===== config.mk =====
export PLATFORM = sky130hd
export DESIGN_NAME = still_capture_seq
export DESIGN_NICKNAME = d
export VERILOG_FILES = /design/src/rtl/stc_pkg.sv /design/src/rtl/stc_ctrl.sv /design/src/rtl/stc_weave.sv /design/src/rtl/still_capture_seq.sv
export SDC_FILE = /design/constraint.sdc
export NUM_CORES = 1
export LEC_CHECK = 0
export CAP_MARGIN = 20
export CORE_MARGIN = 1
export CORE_UTILIZATION = 46
export DETAILED_ROUTE_END_ITERATION = 10
export PLACE_DENSITY = 0.8
export SLEW_MARGIN = 15
export SYNTH_ARGS = -nofsm -noshare
export SYNTH_HDL_FRONTEND = slang
export SYNTH_SLANG_ARGS = --single-unit

===== constraint.sdc =====
create_clock -name clk -period 5.03 [get_ports clk]
set_input_delay 0.503 -clock clk [delete_from_list [all_inputs] [get_ports clk]]
set_output_delay 0.503 -clock clk [all_outputs]
set_load 0.1 [all_outputs]

===== src/rtl/stc_pkg.sv =====
`timescale 1ns/1ps
package stc_pkg;
    typedef enum logic [2:0] {
        ST_LIVE     = 3'd0,
        ST_EXPOSE   = 3'd1,
        ST_WAIT_ODD = 3'd2,
        ST_RD_ODD   = 3'd3,
        ST_WAIT_EVN = 3'd4,
        ST_RD_EVN   = 3'd5,
        ST_KICK     = 3'd6,
        ST_ENC_WAIT = 3'd7
    } cap_state_e;

    typedef enum logic [1:0] {
        MM_NORMAL = 2'd0,
        MM_WRONLY = 2'd1,
        MM_IDLE   = 2'd2
    } mem_mode_e;

    typedef struct packed {
        logic      tg_still;
        logic      shutter;
        mem_mode_e mode;
        logic      reading;
        logic      even;
        logic      kick;
    } stc_ctl_t;

    function automatic stc_ctl_t decode_state(cap_state_e s);
        stc_ctl_t c;
        c.tg_still = (s != ST_LIVE);
        c.shutter  = (s != ST_LIVE) && (s != ST_EXPOSE);
        c.reading  = (s == ST_RD_ODD) || (s == ST_RD_EVN);
        c.even     = (s == ST_RD_EVN);
        c.kick     = (s == ST_KICK);
        if (s == ST_KICK || s == ST_ENC_WAIT)
            c.mode = MM_IDLE;
        else if (c.shutter)
            c.mode = MM_WRONLY;
        else
            c.mode = MM_NORMAL;
        return c;
    endfunction
endpackage


===== src/rtl/stc_ctrl.sv =====
`timescale 1ns/1ps
module stc_ctrl
    import stc_pkg::*;
(
    input  logic       clk,
    input  logic       rst,
    input  logic       rec_req,
    input  logic       exp_done,
    input  logic       fld_start,
    input  logic       fld_odd,
    input  logic       field_last,
    input  logic       enc_done,
    output cap_state_e state,
    output logic       done
);
    cap_state_e nxt;

    always_ff @(posedge clk) begin
        if (rst) state <= ST_LIVE;
        else     state <= nxt;
    end

    always_comb begin
        nxt = state;
        unique case (state)
            ST_LIVE:     if (rec_req)               nxt = ST_EXPOSE;
            ST_EXPOSE:   if (exp_done)              nxt = ST_WAIT_ODD;
            ST_WAIT_ODD: if (fld_start && fld_odd)  nxt = ST_RD_ODD;
            ST_RD_ODD:   if (field_last)            nxt = ST_WAIT_EVN;
            ST_WAIT_EVN: if (fld_start && !fld_odd) nxt = ST_RD_EVN;
            ST_RD_EVN:   if (field_last)            nxt = ST_KICK;
            ST_KICK:                                nxt = ST_ENC_WAIT;
            ST_ENC_WAIT: if (enc_done)              nxt = ST_LIVE;
            default:                                nxt = ST_LIVE;
        endcase
    end

    assign done = (state == ST_ENC_WAIT) && enc_done;
endmodule


===== src/rtl/stc_weave.sv =====
`timescale 1ns/1ps
module stc_weave #(
    parameter int LINES = 240,
    parameter int LW    = 8,
    parameter int AW    = 9
) (
    input  logic          clk,
    input  logic          rst,
    input  logic          active,
    input  logic          even,
    input  logic          line_vld,
    output logic          wr_en,
    output logic [AW-1:0] wr_addr,
    output logic          last
);
    localparam logic [LW-1:0] LAST_IDX = LW'(LINES - 1);

    logic [LW-1:0] line_cnt;

    assign wr_en   = active && line_vld;
    assign last    = wr_en && (line_cnt == LAST_IDX);
    assign wr_addr = AW'({line_cnt, even});

    always_ff @(posedge clk) begin
        if (rst || !active)
            line_cnt <= '0;
        else if (wr_en)
            line_cnt <= last ? '0 : line_cnt + 1'b1;
    end
endmodule


===== src/rtl/still_capture_seq.sv =====
`timescale 1ns/1ps
module still_capture_seq
    import stc_pkg::*;
#(
    parameter int LINES = 240,
    localparam int LW   = (LINES > 1) ? $clog2(LINES) : 1,
    localparam int AW   = LW + 1
) (
    input  logic          clk,
    input  logic          rst,
    input  logic          rec_req,
    input  logic          exp_done,
    input  logic          fld_start,
    input  logic          fld_odd,
    input  logic          line_vld,
    input  logic          enc_done,
    output logic          tg_still,
    output logic          shutter_close,
    output logic [1:0]    mem_mode,
    output logic          wr_en,
    output logic [AW-1:0] wr_addr,
    output logic          enc_start,
    output logic          cap_done
);
    cap_state_e state;
    stc_ctl_t   ctl;
    logic       field_last;

    stc_ctrl u_ctrl (
        .clk        (clk),
        .rst        (rst),
        .rec_req    (rec_req),
        .exp_done   (exp_done),
        .fld_start  (fld_start),
        .fld_odd    (fld_odd),
        .field_last (field_last),
        .enc_done   (enc_done),
        .state      (state),
        .done       (cap_done)
    );

    assign ctl = decode_state(state);

    stc_weave #(.LINES(LINES), .LW(LW), .AW(AW)) u_weave (
        .clk      (clk),
        .rst      (rst),
        .active   (ctl.reading),
        .even     (ctl.even),
        .line_vld (line_vld),
        .wr_en    (wr_en),
        .wr_addr  (wr_addr),
        .last     (field_last)
    );

    assign tg_still      = ctl.tg_still;
    assign shutter_close = ctl.shutter;
    assign mem_mode      = ctl.mode;
    assign enc_start     = ctl.kick;
endmodule


# --- After elaboration in Yosys (flattened, before gate mapping) ---
# Cells that the tools add are included.
classes:
  addsub: 1
  n_eq_ne: 16
  muxes: 11
  n_reduce_logical: 14
ops:
  columns: ["operator", "n"]
  rows:
  - ["3-bit one-hot mux with 8 select lines", 1]
  - ["3-bit two-way mux", 7]
  - ["3-bit == test (second input constant)", 4]
  - ["8-bit by 1-bit adder with 8-bit output (second input constant)", 1]
  - ["8-bit == test (second input constant)", 1]
  - ["8-bit two-way mux", 1]
  - ["2-bit inequality test (second input constant)", 4]
  - ["7-bit AND reduction", 1]
  - ["3-bit by 2-bit == test with 1-bit output (second input constant)", 2]
  - ["1-bit logical AND", 6]
  - ["2-bit by 1-bit inequality test with 1-bit output (second input constant)", 3]
  - ["3-bit by 1-bit == test with 1-bit output (second input constant)", 1]
  - ["3-bit logical NOT", 1]
  - ["1-bit logical OR", 3]
  - ["3-bit by 1-bit inequality test with 1-bit output (second input constant)", 1]
  - ["3-bit nonzero test", 1]
  - ["1-bit logical NOT", 2]
  - ["2-bit two-way mux", 1]
  - ["1-bit two-way mux", 1]
totals:
  register_bits: 11
  inputBits: 8
  output_inout_bits: 16

# --- Logic depth before layout (Yosys ltp) ---
logic_depth:
  depth_word: 6
  mapped_depth: 6
  mapped_depth_nobuf: 6

# --- Modules after synthesis ---
# Synthesis repeated with hierarchy kept, for this count alone.
hier_totals:
  hier_cells: 79
  area_unflattened_um2: 666.9
by_module_without_submodules:
  columns: ["module", "instances", "cells_each", "area_per_inst_um2", "seq_area_each_um2"]
  rows:
  - ["stc_weave", 1, 47, 395.4, 160.2]
  - ["stc_ctrl", 1, 20, 187.7, 60.1]
  - ["still_capture_seq", 1, 12, 83.8, 0.0]

# --- Least setup slack after synthesis ---
# No wires, ideal clock.
synth_path:
  path_kind: "register to output"
  from: "register u_ctrl.state[0]"
  to: "output port mem_mode[0]"
  arrival_time_ns: 4.305
  required_ns: 4.527
  setup_slack_ns: 0.222
  stages_incl_launch_ff: 5
  n_path_buf: 0
  path_cell_list: "dfxtp_1 -> inv_1 -> ha_1 -> o21ai_0 -> nor2b_1"
synth_via:
  elab_chain_len: 4
synth_rtl:
  columns: ["element", "line", "text"]
  rows:
  - ["from (decl)", "stc_ctrl.sv:13", "output cap_state_e state,"]
  - ["from (signal assigned)", "stc_ctrl.sv:20", "else state <= nxt;"]
  - ["3-bit by 1-bit inequality test with 1-bit output / 3-bit nonzero test (equally long branches)", "stc_pkg.sv:32", "c.shutter = (s != ST_LIVE) && (s != ST_EXPOSE);"]
  - ["1-bit logical AND *", "stc_pkg.sv:32", null]
  - ["net shutter_close", "still_capture_seq.sv:18", "output logic shutter_close,"]
  - ["1-bit two-way mux *", "stc_pkg.sv:38", "else if (c.shutter)"]
  - ["2-bit two-way mux *", "stc_pkg.sv:36", "if (s == ST_KICK || s == ST_ENC_WAIT)"]
  - ["to (decl)", "still_capture_seq.sv:19", "output logic [1:0] mem_mode,"]
# Mark *: on every way through the listed nets, which the timed path passes. The rest lies on a longest branch.

# --- Worst setup path in the final report ---
layout_path:
  from: "register u_ctrl.state[1]"
  to: "output port mem_mode[0]"
layout_via:
  elab_chain_len: 4
layout_rtl:
  columns: ["element", "line"]
  rows:
  - ["3-bit by 1-bit inequality test with 1-bit output / 3-bit nonzero test (equally long branches)", "stc_pkg.sv:32"]
  - ["1-bit logical AND", "stc_pkg.sv:32"]
  - ["1-bit two-way mux", "stc_pkg.sv:38"]
  - ["2-bit two-way mux *", "stc_pkg.sv:36"]
# Mark *: on every way between the ends. The rest lies on a longest branch, timed or not.

==> flow_summary.json <==
{
  "outcome": "completed",
  "crit_type": "flop to primary output",
  "drtIter0Drc": 9,
  "synth_compound_area_share_pct": 12.0,
  "fmax_ghz": 0.330,
  "timing.critical_path.from_type": "flop",
  "syn_nets": 101,
  "multi_input_area_sq_um": 488,
  "cp.required_ps": 4530,
  "grt_pass1_vias": 661,
  "placed_cells": 124,
  "synthFlopType": "dfxtp_1",
  "drt-total-wl_um": 1530,
  "final_common_cell": "clkdlybuf4s50_1",
  "syn_inst": 88,
  "reg2reg_setup_slack_ps": 3120,
  "worst-r2r-cell-count": 6,
  "grt_pass1_wl_um": 2760,
  "ys_ff_latch": 11,
  "ys_warn_count": 0,
  "fill_cells": 133,
  "hold_class": "flop to flop",
  "numPortBuffers": 23,
  "worst-path-stages": 5,
  "synth_top_family_by_area": "simple AND/OR/NAND/NOR gates",
  "cts_inserted_buffers": 3,
  "wire_per_inst_um": 12.0,
  "cts.reportedPaths.clkPinSlew_ps": 60,
  "ys_types": 28,
  "end_kind": "primary output",
  "hp-start": "u_ctrl.state[1]$_SDFFE_PP0P_",
  "ir_worst_vdd_uv": 498,
  "place.gp.congestion": 0.767,
  "timing.final.crit_share_pct": 60.2,
  "synth-xor-area-share_pct": 5.90,
  "die_w_um": 42.2,
  "post_cts_resized": 0,
  "die_y_um": 42.2,
  "finalHoldWorstSlack_ps": 525,
  "routed_via_density": 5.45,
  "num_vias": 697,
  "p_leak_nw": 0.374,
  "slew_viol_final": 0,
  "layout_min_cycle_time_ps": 3030,
  "design.core.area_sq_um": 1510,
  "ys_seq_area_share_pct": 29.7,
  "worstHoldEndpoint": "u_ctrl.state[1]$_SDFFE_PP0P_",
  "placed_area_sq_um": 973,
  "netlist_area_sq_um": 742,
  "regArea_sq_um": 220,
  "syn_avg_cell_area_sq_um": 8.43,
  "async_reset_ff_share_pct": 0,
  "antenna_found_initial": 0,
  "relSlewSlack_pct": 34.8,
  "worstMarginPinSlew_ps": 975,
  "drv_cap": 0,
  "layout.nets": 126,
  "crit_family": "buffers and inverters",
  "initial_core_util_pct": 49.3,
  "ctsLongestPathBuffers": 2,
  "fin_area_sq_um": 1000,
  "hpwl_um": 1210,
  "cts-hold-fix-buffers": 0,
  "grt-ovfl-total": 0,
  "synth-edff-count": 0,
  "finalHoldViolCount": 0,
  "dieArea_sq_um": 1780,
  "post-cts-setup-buffers": 0,
  "timing.rr.start": "u_ctrl.state[1]$_SDFFE_PP0P_",
  "final_cell_mix": "23 x clkdlybuf4s50_1, 11 x dfxtp_1, 9 x nor2_1",
  "setup_viol": 0,
  "gr-usage-all-layers_pct": 20.3,
  "cp.arrival_ps": 2520,
  "ant_nets": 0,
  "num_rows": 14,
  "ios": 24,
  "drive_gt1_share_pct": 6.25,
  "setup_tns_ps": 0,
  "cts_tree": "built",
  "drc": 0,
  "total_power_uw": 555,
  "cts-root-buf": "clkbuf_4",
  "min_path_cells": 2,
  "grt_max_degree": 12,
  "layout_setup_ws_ps": 2000,
  "antenna_cells": 0,
  "synthAdderAreaFrac_pct": 8.43,
  "clkSinkCount": 11,
  "final_core_util_pct": 66.4,
  "dr.pass1.iters": 5,
  "htreeDepth": 1,
  "crit_slowest_cell": "clkdlybuf4s50_1",
  "rsz0062_at_grt": "no",
  "p_per_area_nw_per_um2": 555,
  "path_cells": "inv_1 -> ha_1 -> o21ai_0 -> nor2b_1 -> clkdlybuf4s50_1",
  "final_cells": 128,
  "synthMuxAreaShare_pct": 5.56,
  "path_buf_inv": 2,
  "worstPathMaxFanout": 6,
  "critical-path-max-stage-delay_ps": 1140,
  "dp_slack_ps": 2030,
  "r2r_end": "u_ctrl.state[2]$_SDFFE_PP0P_",
  "synthSimpleGateAreaFrac_pct": 33.9,
  "worstSkewPairLatency_ps": 270,
  "skew_ps": 7.69,
  "synthToLayoutAreaGrowth_pct": 34.7
}
[per-layer routing]
layer / GRT usage [%] / vias to the layer above / share of wire (%)
li1: - / 358 / -
met1: 23.9 / 317 / 45
met2: 33.5 / 20 / 50
met3: 6.47 / 2 / 4.8
met4: 8.75 / 0 / 0.65
met5: 0 / - / 0
[synth_stat cells (2+ instances only)]
library cell,instances,area share (%)
dfxtp_1,11,30
nor2_1,9,4.6
nand2b_1,6,5.1
and2_1,5,4.2
ha_1,5,8.4
nand4_1,5,4.2
nor2b_1,5,4.2
xor2_1,5,5.9
a21oi_1,4,2.7
inv_1,4,2.0
mux2i_1,3,4.0
nand2_1,3,1.5
nand3_1,3,2.0
o21ai_0,3,2.0
and3_1,2,1.7
and4_1,2,2.4
buf_4,2,2.0
[how the worst max path moves through the flow]
stage,startpoint,end,slack [ps]
6_report,u_ctrl.state[1]$_SDFFE_PP0P_,mem_mode[0],2000
5_1_grt,u_ctrl.state[0]$_SDFFE_PP0P_,mem_mode[0],1840
3_3_place_gp,line_vld,wr_en,2060
4_1_cts,u_ctrl.state[1]$_SDFFE_PP0P_,mem_mode[0],1990
3_5_place_dp,line_vld,wr_en,2030
2_1_floorplan,u_ctrl.state[0]$_SDFFE_PP0P_,mem_mode[0],220
[flip-flops by register name (all words and copies together) (netlist names)]
name,cells
u_weave.line_cnt,8
u_ctrl.state,3
[worst reg2reg max path, cell delays in order, from the launching register on]
cell and delay (ps):
dfxtp_1 380, inv_1 90, ha_1 250, nor2b_1 160, or4_4 510, a22o_4 260
a211oi_2 200
[power by group]
group / total [mW] / switching, mW / internal, mW
Clock: 0.0593 / 0.0286 / 0.0307
Sequential: 0.113 / 0.0145 / 0.0981
Combinational: 0.383 / 0.268 / 0.115
[cell families (layout without fill, tap and decap cells)]
family,count (synthesis),count (layout)
adder cells (fa/ha/maj),5,5
buffers and inverters,7,31
AND/OR/NAND/NOR,44,44
multiplexers,4,4
flip-flops,11,11
AO/OA/AOI/OAI,12,12
XOR/XNOR,5,5
[area by class of cell]
class                           instances  area share, %
Timing Repair Buffer                   23           23.0
Clock buffer                            4           2.63
Multi-Input combinational cell         70           48.8
Tap cell                               16           2.00
Sequential cell                        11           22.0
Inverter                                4           1.50
No activity file was read; power rests on OpenSTA's default activity.
